## config.mk

```make
export PLATFORM = sky130hd
export DESIGN_NAME = embsync_decoder
export DESIGN_NICKNAME = d
export VERILOG_FILES = /design/src/rtl/embsync_decoder.sv
export SDC_FILE = /design/constraint.sdc
export NUM_CORES = 1
export LEC_CHECK = 0
export ABC_CLOCK_PERIOD_IN_PS = 2200
export BUFFER_PORTS_ARGS = -buffer_cell sky130_fd_sc_hd__buf_4
export CORE_UTILIZATION = 30
export DETAILED_ROUTE_END_ITERATION = 8
export SYNTH_ARGS = -nofsm -noshare
export SYNTH_HDL_FRONTEND = slang
export SYNTH_SLANG_ARGS = --single-unit
```

## constraint.sdc

```tcl
create_clock -name clk -period 2.2 [get_ports clk]
set_clock_uncertainty 0.15 [all_clocks]
set_input_delay 0.11 -clock clk [delete_from_list [all_inputs] [get_ports clk]]
set_output_delay 0.11 -clock clk [all_outputs]
set_load 0.01 [all_outputs]
```

## src/rtl/embsync_decoder.sv

```systemverilog
module embsync_decoder #(
  parameter int W = 8
) (
  input  logic         clk,
  input  logic         rst_n,
  input  logic         slave_en,
  input  logic [W-1:0] din,
  output logic         pix_valid,
  output logic [W-1:0] cb_out,
  output logic [W-1:0] y_out,
  output logic [W-1:0] cr_out,
  output logic         h_flag,
  output logic         v_flag,
  output logic         field_flag
);
  localparam logic [W-1:0] KHI = '1;
  localparam logic [W-1:0] KLO = '0;
  localparam int FB = W - 2;
  localparam int VB = W - 3;
  localparam int HB = W - 4;

  logic [W-1:0] b2, b1, b0, cb_hold, y_hold;
  logic         active;
  logic [1:0]   phase;

  wire code_hit = slave_en && (b2 == KHI) && (b1 == KLO) && (b0 == KLO);

  always_ff @(posedge clk or negedge rst_n) begin
    if (!rst_n) begin
      b2 <= '0; b1 <= '0; b0 <= '0;
      cb_hold <= '0; y_hold <= '0;
      cb_out <= '0; y_out <= '0; cr_out <= '0;
      pix_valid <= 1'b0; active <= 1'b0; phase <= 2'd0;
      h_flag <= 1'b0; v_flag <= 1'b0; field_flag <= 1'b0;
    end else if (!slave_en) begin
      b2 <= '0; b1 <= '0; b0 <= '0;
      active <= 1'b0;
      pix_valid <= 1'b0;
    end else begin
      b2 <= b1; b1 <= b0; b0 <= din;
      pix_valid <= 1'b0;
      if (code_hit) begin
        field_flag <= din[FB];
        v_flag     <= din[VB];
        h_flag     <= din[HB];
        active     <= !din[HB] && !din[VB];
        phase      <= 2'd0;
      end else if (din == KHI) begin
        active <= 1'b0;
      end else if (active) begin
        phase <= phase + 2'd1;
        case (phase)
          2'd0: cb_hold <= din;
          2'd1: y_hold  <= din;
          2'd2: begin
            cb_out <= cb_hold; y_out <= y_hold; cr_out <= din;
            pix_valid <= 1'b1;
          end
          default: begin
            y_out <= din;
            pix_valid <= 1'b1;
          end
        endcase
      end
    end
  end

  p_flags_follow_code_r2: assert property (@(posedge clk) disable iff (!rst_n)
    code_hit |=> (field_flag == $past(din[FB])) && (v_flag == $past(din[VB]))
                 && (h_flag == $past(din[HB])));

  p_cbycry_pairs_r3: assert property (@(posedge clk) disable iff (!rst_n)
    (pix_valid && $past(pix_valid)) |=> !pix_valid);

  p_blank_quiet_r4: assert property (@(posedge clk) disable iff (!rst_n)
    pix_valid |-> !v_flag);

  p_ff_ends_run_r6: assert property (@(posedge clk) disable iff (!rst_n)
    (slave_en && din == KHI) |=> !pix_valid);

  p_disabled_quiet_r7: assert property (@(posedge clk) disable iff (!rst_n)
    !slave_en |=> (!pix_valid && $stable(field_flag) && $stable(v_flag) && $stable(h_flag)));
endmodule

```

# Word level (Yosys, flattened, before mapping)
# Cells that the tools add are included.
[totals] register_bits=71 input_bits=11 output_inout_bits=28 wordCells=56
[op_classes] addsub=1 eq_ne=6 n_mux=15 bitwise=3 n_reduce_logical=17
[op_table] cell="$mux 8" n=3
[op_table] cell="$reduce_and 5->1" n=4
[op_table] cell="$eq 8x8->1 const B" n=2
[op_table] cell="$logic_not 8->1" n=2
[op_table] cell="$pmux 8 s2" n=1
[op_table] cell="$mux 1" n=8
[op_table] cell="$mux 2" n=3
[op_table] cell="$logic_and 1x1->1" n=4
[op_table] cell="$ne 3x1->1 const B" n=1
[op_table] cell="$not 1->1" n=3
[op_table] cell="$reduce_and 3->1" n=1
[op_table] cell="$add 2x1->2 const B" n=1
[op_table] cell="$eq 2x1->1 const B" n=1
[op_table] cell="$eq 2x2->1 const B" n=1
[op_table] cell="$logic_not 1->1" n=2
[op_table] cell="$logic_not 2->1" n=1
[op_table] cell="$ne 2x2->1 const B" n=1
[op_table] cell="$reduce_and 2->1" n=1
[op_table] cell="$reduce_bool 2->1" n=1
[op_table] cell="$reduce_or 2->1" n=1

# Depth between registers and ports, before layout
# Gate-level depths: netlist (run 1).
[depth] word_depth=7 ltp_mapped=7 mapped_depth_nobuf=5

# Least setup slack after synthesis (run 1)
# OpenSTA, ideal clock, no wires.
[synth_timing] path_type="reg-to-reg" start="reg b1[1]" end="reg field_flag" setup_time_ns=0.125 arrival_ns=2.070 t_required_ns=1.925 setup_slack_ns=-0.144 stages_incl_launch_ff=6 n_path_buf=1 period_less_slack_ns=2.344 path_cell_list="dfrtp_1 > or4_4 > nor4_4 > and2_2 > buf_2 > mux2_2"
[synth_via] elab_chain_len=4
[synth_lines] item="start: declaration" line_no="22" text="logic [W-1:0] b2, b1, b0, cb_hold, y_hold;"
[synth_lines] item="start signal: assignment" line_no="30" text="b2 <= '0; b1 <= '0; b0 <= '0;"
[synth_lines] item="start signal: assignment" line_no="36" text="b2 <= '0; b1 <= '0; b0 <= '0;"
[synth_lines] item="start signal: assignment" line_no="40" text="b2 <= b1; b1 <= b0; b0 <= din;"
[synth_lines] item="$logic_not 8->1" line_no="26" text="wire code_hit = slave_en && (b2 == KHI) && (b1 == KLO) && (b0 == KLO);"
[synth_lines] item="$logic_and 1x1->1 (2 in a row)" line_no="26"
[synth_lines] item="$reduce_and 2->1 (no line)"
[synth_lines] item="end signal: assignment" line_no="43" text="field_flag <= din[FB];"
[synth_lines] item="end: declaration" line_no="14" text="output logic field_flag"
# No other way between the ends.
# A chain may end at the register's enable or synchronous reset.

# Worst setup path after layout (run 1)
[layout_timing] start="reg b1[1]" end="reg y_out[3]"
[layout_via] elab_chain_len=5
[layout_lines] item="$logic_not 8->1" line_no="26"
[layout_lines] item="$logic_and 1x1->1 (2 in a row)" line_no="26"
[layout_lines] item="$not 1->1 (no line)"
[layout_lines] item="$reduce_and 5->1 (no line)"
[layout_lines] item="end signal: assignment" line_no="56" text="cb_out <= cb_hold; y_out <= y_hold; cr_out <= din;"
[layout_lines] item="end signal: assignment" line_no="60" text="y_out <= din;"
[layout_lines] item="end: declaration" line_no="10" text="output logic [W-1:0] y_out,"
# No other way between the ends.

==> flow_summary.ini, run 1 <==
[clocking]
cts_buffer_depth = 2
cts_num_sinks = 71
htreeDepth = 3
clkTransAtPathRegs_ns = 0.07
cts_buffers = 9
clkLatencyLatePin_ns = 0.33
cts_tree = done
root_buffer = clkbuf_8

[yosys]
yosysSeqAreaShare_pct = 62.3
yosysTopAreaCellShare_pct = 62.3
yosysTopAreaCell = dfrtp_1
ys_ff_latch = 71
syn_area_sq_um = 2850
synth_nets = 198
ys_types = 29
syn_avg_cell_area_sq_um = 15.5
synth_cells = 184
netlist_top_cells_area = dfrtp_1 62%, mux2_2 16%, mux2_4 5.3%
ys_warn_count = 0

[critical_path]
arrival_ns = 2.19
critPathMaxFanout = 9
critPathSlowestCell = or4_4
cp-start-kind = flip-flop
reg2reg_from = b1[1]
critical_path_buf_inv_count = 2
critical_path_class = flip-flop to flip-flop
cp_cell_sequence = or4_4, nor4_4, buf_6, a2111oi_4, buf_4, mux2_2
reg2reg_slack_ns = 0.08
worstPathRequired_ns = 2.27
crit_family = simple AND/OR/NAND/NOR gates
cp.depth = 6
rr_worst_depth = 6
end_kind = flip-flop
critical_path.max_stage_delay_ns = 0.54
reg2reg_to = y_out[3]

[timing]
fin_crit_ns = 2.12
fmax_mhz = 472
rsz0062_at_grt = false
report.final.slew_viol_count = 0
hold_viol_final = 0
worstMarginPinSlew_ns = 0.580
hold_ws_ns = 0.0134
slew_headroom_pct = 61.2
finalCritPeriodShare_pct = 96.4
finalSetupViolCount = 0

[route]
dr.pass1.iters = 3
drc_errors = 0
drt_iter0_markers = 79
vias = 1630
wl_mm = 5.77
detail_route.vias_per_cell = 4.23
ant_nets = 0
wl_per_cell_um = 15.0

[die]
core_area_sq_um = 9240
dieArea_sq_um = 9900
ios = 39
die_x_um = 99.5
fp.dieH_um = 99.5
initial_core_util_pct = 30.9
rows = 35

[worst_hold_path]
hp-start = din[1]
hp-class = input pin to flip-flop
min_path_cells = 3
hold_end = b0[1]

[layout]
antenna_cells = 0
layout-drive-gt1-share_pct = 51.6
fin_nets = 265
final_common_cell = dfrtp_1
area_growth_pct = 29.9
layout_common_cells = 71 x dfrtp_1, 54 x buf_4, 40 x mux2_2, 23 x and2_1, 13 x clkbuf_8

[power_and_ir_drop]
peakVddDrop_uv = 324
total_power_w = 0.00242
leakagePower_nw = 1.84
power_density_nw_per_um2 = 654

[placed_design]
portBuffers = 38
gp_congestion = 0.758
hpwlAfterDp_mm = 3.93

[global_route]
grt_pass1_wl_mm = 9.34
grt_usage_pct = 12.9
overflow = 0
grt_pass1_vias = 1755
grt_max_degree = 46
grt_antenna_before_repair = 0

[run_status]
status = finished clean

[job]
maxCapViolCount = 0
## Yosys cell counts, drive strengths merged
cell type  instances
o211ai             1
or4                1
a2111oi            1
nor4               2
nor4b              1
ha                 3
nand2              1
mux2i              1
buf                3
mux2              51
nor2               3
and2              25
xnor2              1
clkbuf             3
nand3              1
o21ai              1
a211oi             3
inv                5
dfrtp             71
and3               1
nand4b             2
nand4              2
nor3               1
## timing repair
action | CTS | global route
hold buffers | 5 | 0
gates resized for setup | 2 | 1
pin swaps | 3 | 1
endpoints found under the setup margin | 43 | 16
buffers inserted | 2 | 1
endpoints found under the hold margin | 56 | 0
## sequential cells by signal, indices dropped and copies added, names as in the netlist, 2 cells and up
register / count
cr_out: 8
b2: 8
b0: 8
b1: 8
cb_out: 8
y_hold: 8
cb_hold: 8
y_out: 8
phase: 2
## layout make-up
cell class / instances / area [sq um]
fillers: 887 / 5540
flip-flops and latches: 71 / 1780
multi-input cells: 102 / 1050
repair buffers: 62 / 507
clock buffers: 14 / 183
well taps: 129 / 161
inverters: 5 / 18.8
clock inverters: 2 / 12.5
## tightest hold or removal path, stage by stage
cell and delay (ns):
buf_4 0.09, buf_4 0.13, and2_1 0.13
## cell families after synthesis
family	Yosys count	synth area share, %
AO/OA/AOI/OAI	6	3.16
XOR/XNOR	1	0.307
adder cells (fa/ha/maj)	3	1.32
buffers and inverters	11	1.75
flip-flops	71	62.3
multiplexers	52	21.8
AND/OR/NAND/NOR	40	9.39
## routing by layer
layer / up-vias / track usage, % / wire (um)
met3: 4 / 4.15 / 227
met5: - / 0 / 0
met1: 829 / 17.0 / 2810
met2: 30 / 19.8 / 2690
met4: 0 / 5.43 / 38
li1: 767 / - / -
## power breakdown
group          switching (W)  leakage [nW]  internal (W)
logic              0.0000633         0.768     0.0000507
clock network       0.000449        0.0987      0.000532
registers         0.00000769         0.972       0.00132
## stage by stage
stage / setup TNS (ns) / cell area (sq um) / worst slack, ns / util (%) / cells
floorplan: -2.57 / 2860 / -0.134 / - / 184
global placement: -1.86 / 3410 / -0.132 / 36.9 / 361
detailed placement: -2.65 / 3410 / -0.180 / 36.9 / 361
CTS: -0.00500 / 3690 / -0.00366 / 39.9 / 384
global route: 0 / 3700 / 0.00658 / 40.1 / 385
finish: 0 / 3700 / 0.0797 / 40.1 / 385
## worst max-delay path by stage
stage                from   endpoint  slack (ns)
finish              b1[1]   y_out[3]        0.08
global route        b1[1]   y_out[4]       0.007
CTS                 b2[0]   y_out[3]      -0.004
detailed placement  b2[2]  cr_out[0]       -0.18
global placement    b2[2]  cr_out[1]       -0.13
floorplan           b1[1]  cb_out[0]       -0.13
(Power assumes the default switching activity.)
==> inputs of run 2 (changes only) <==
- PLACE_DENSITY: default -> 0.49
==> flow_summary.ini, run 2 (synthesized netlist as in run 1, its figures left out) <==
[critical_path]
arrival_ns = 2.20
cp-start-kind = flip-flop
critPathMaxFanout = 16
worstPathRequired_ns = 2.28
crit_path_frequent_cell = buf_12
critical_path_class = flip-flop to flip-flop
critical_path.max_stage_delay_ns = 0.55
end_kind = flip-flop
critPathSlowestCell = or4_4
cp_cell_sequence = or4_4, nor4_4, buf_12, a211oi_4, buf_12, mux2_4

[layout]
layout-drive-gt1-share_pct = 51.7
n_fill_cell = 886
multi_input_area_sq_um = 1050
final_common_cell = dfrtp_1
layout_common_cells = 71 x dfrtp_1, 56 x buf_4, 40 x mux2_2, 23 x and2_1, 11 x mux2_4
final_area_sq_um = 3730
final_util_pct = 40.3
regArea_sq_um = 1780
area_growth_pct = 30.7
fin_nets = 270
antenna_cells = 0

[timing]
worstMarginPinSlew_ns = 0.546
slew_headroom_pct = 63.5
hold_viol_final = 0
fin_crit_ns = 2.12
finalSetupViolCount = 0
rsz0062_at_grt = false
report.final.slew_viol_count = 0
hold_ws_ns = 0.00890
finalCritPeriodShare_pct = 96.5
timing.final.ws_setup_ns = 0.0765
fmax_mhz = 471

[route]
vias = 1654
drt_iter0_markers = 36
wl_mm = 5.80
wl_per_cell_um = 14.9
ant_nets = 0
dr.pass1.iters = 4
drc_errors = 0
detail_route.vias_per_cell = 4.24

[placed_design]
post-place-ws_ns = -0.197
gp_congestion = 0.684
placed_area_sq_um = 3440
portBuffers = 38
hpwlAfterDp_mm = 3.92

[power_and_ir_drop]
leakagePower_nw = 1.85
power_density_nw_per_um2 = 625
total_power_w = 0.00233
peakVddDrop_uv = 246

[clocking]
cts_num_sinks = 71
cts_tree = done
cts_buffers = 9
root_buffer = clkbuf_8
htreeDepth = 3
clkLatencyLatePin_ns = 0.34
cts_buffer_depth = 2
clkTransAtPathRegs_ns = 0.07

[die]
initial_core_util_pct = 30.9
rows = 35
die_x_um = 99.5
ios = 39
dieArea_sq_um = 9900
core_area_sq_um = 9240
fp.dieH_um = 99.5

[worst_hold_path]
hp-class = input pin to flip-flop

[global_route]
overflow = 0
grt_antenna_before_repair = 0
grt_usage_pct = 13.4
grt_pass1_wl_mm = 9.80
grt_pass1_vias = 1796
grt_max_degree = 44

[job]
maxCapViolCount = 0

[run_status]
status = finished clean
[run 2: cell type report]
| type | count | share of cell area, % |
|---|---|---|
| Clock buffer | 9 | 3.32 |
| Clock inverter | 7 | 1.07 |
| Inverter | 5 | 0.504 |
| Multi-Input combinational cell | 102 | 28.1 |
| Sequential cell | 71 | 47.7 |
| Tap cell | 129 | 4.33 |
| Timing Repair Buffer | 67 | 15.0 |
[run 2: report_power, final]
part / leakage, nW / internal [W] / switching (W)
sequential: 0.972 / 0.00132 / 0.00000748
clock: 0.0846 / 0.000398 / 0.000485
combinational: 0.793 / 0.0000555 / 0.0000631
total: 1.85 / 0.00177 / 0.000556
[run 2: layer usage]
metal	GRT usage (%)	routed length, um	vias up
met1	18.6	2840	833
met5	0	0	-
met3	4.71	265	4
li1	-	-	780
met2	19.5	2660	37
met4	4.41	36	0
[run 2: timing repair]
action                                 in CTS  in global routing
endpoints found under the hold margin      90                  0
resized for setup                           2                  0
setup endpoints to repair                  42                  8
buffers inserted                            1                  1
pin swaps                                   3                  1
hold buffers                                8                  0
[run 2: through the flow]
stage | setup TNS (ns) | std cells
after floorplan | -2.57 | 184
after global placement | -2.37 | 364
after detailed placement | -3.21 | 364
after CTS | 0 | 389
after global routing | 0 | 390
final | 0 | 390
[run 2: worst paths after layout]
path / from / to / slack [ns] / cells past startpoint
setup reg to reg: b1[1] / cb_out[7] / 0.08 / 6
hold reg to reg: b1[6] / b2[6] / 0.34 / 1
hold / removal: din[5] / b0[5] / 0.009 / 3
setup / recovery: b1[1] / cb_out[7] / 0.08 / 6
max in group asynchronous: rst_n / cr_out[7] / 1.25 / 3
min in group asynchronous: rst_n / b0[5] / 0.10 / 2
[run 2: critical path: cells and delay by family, from the launching register on]
kind,cells,cell delay (ns)
muxes,1,0.30
AOI/OAI and AO/OA,1,0.07
and+or+nand+nor,2,0.75
buffers and inverters,2,0.37
DFF,1,0.38
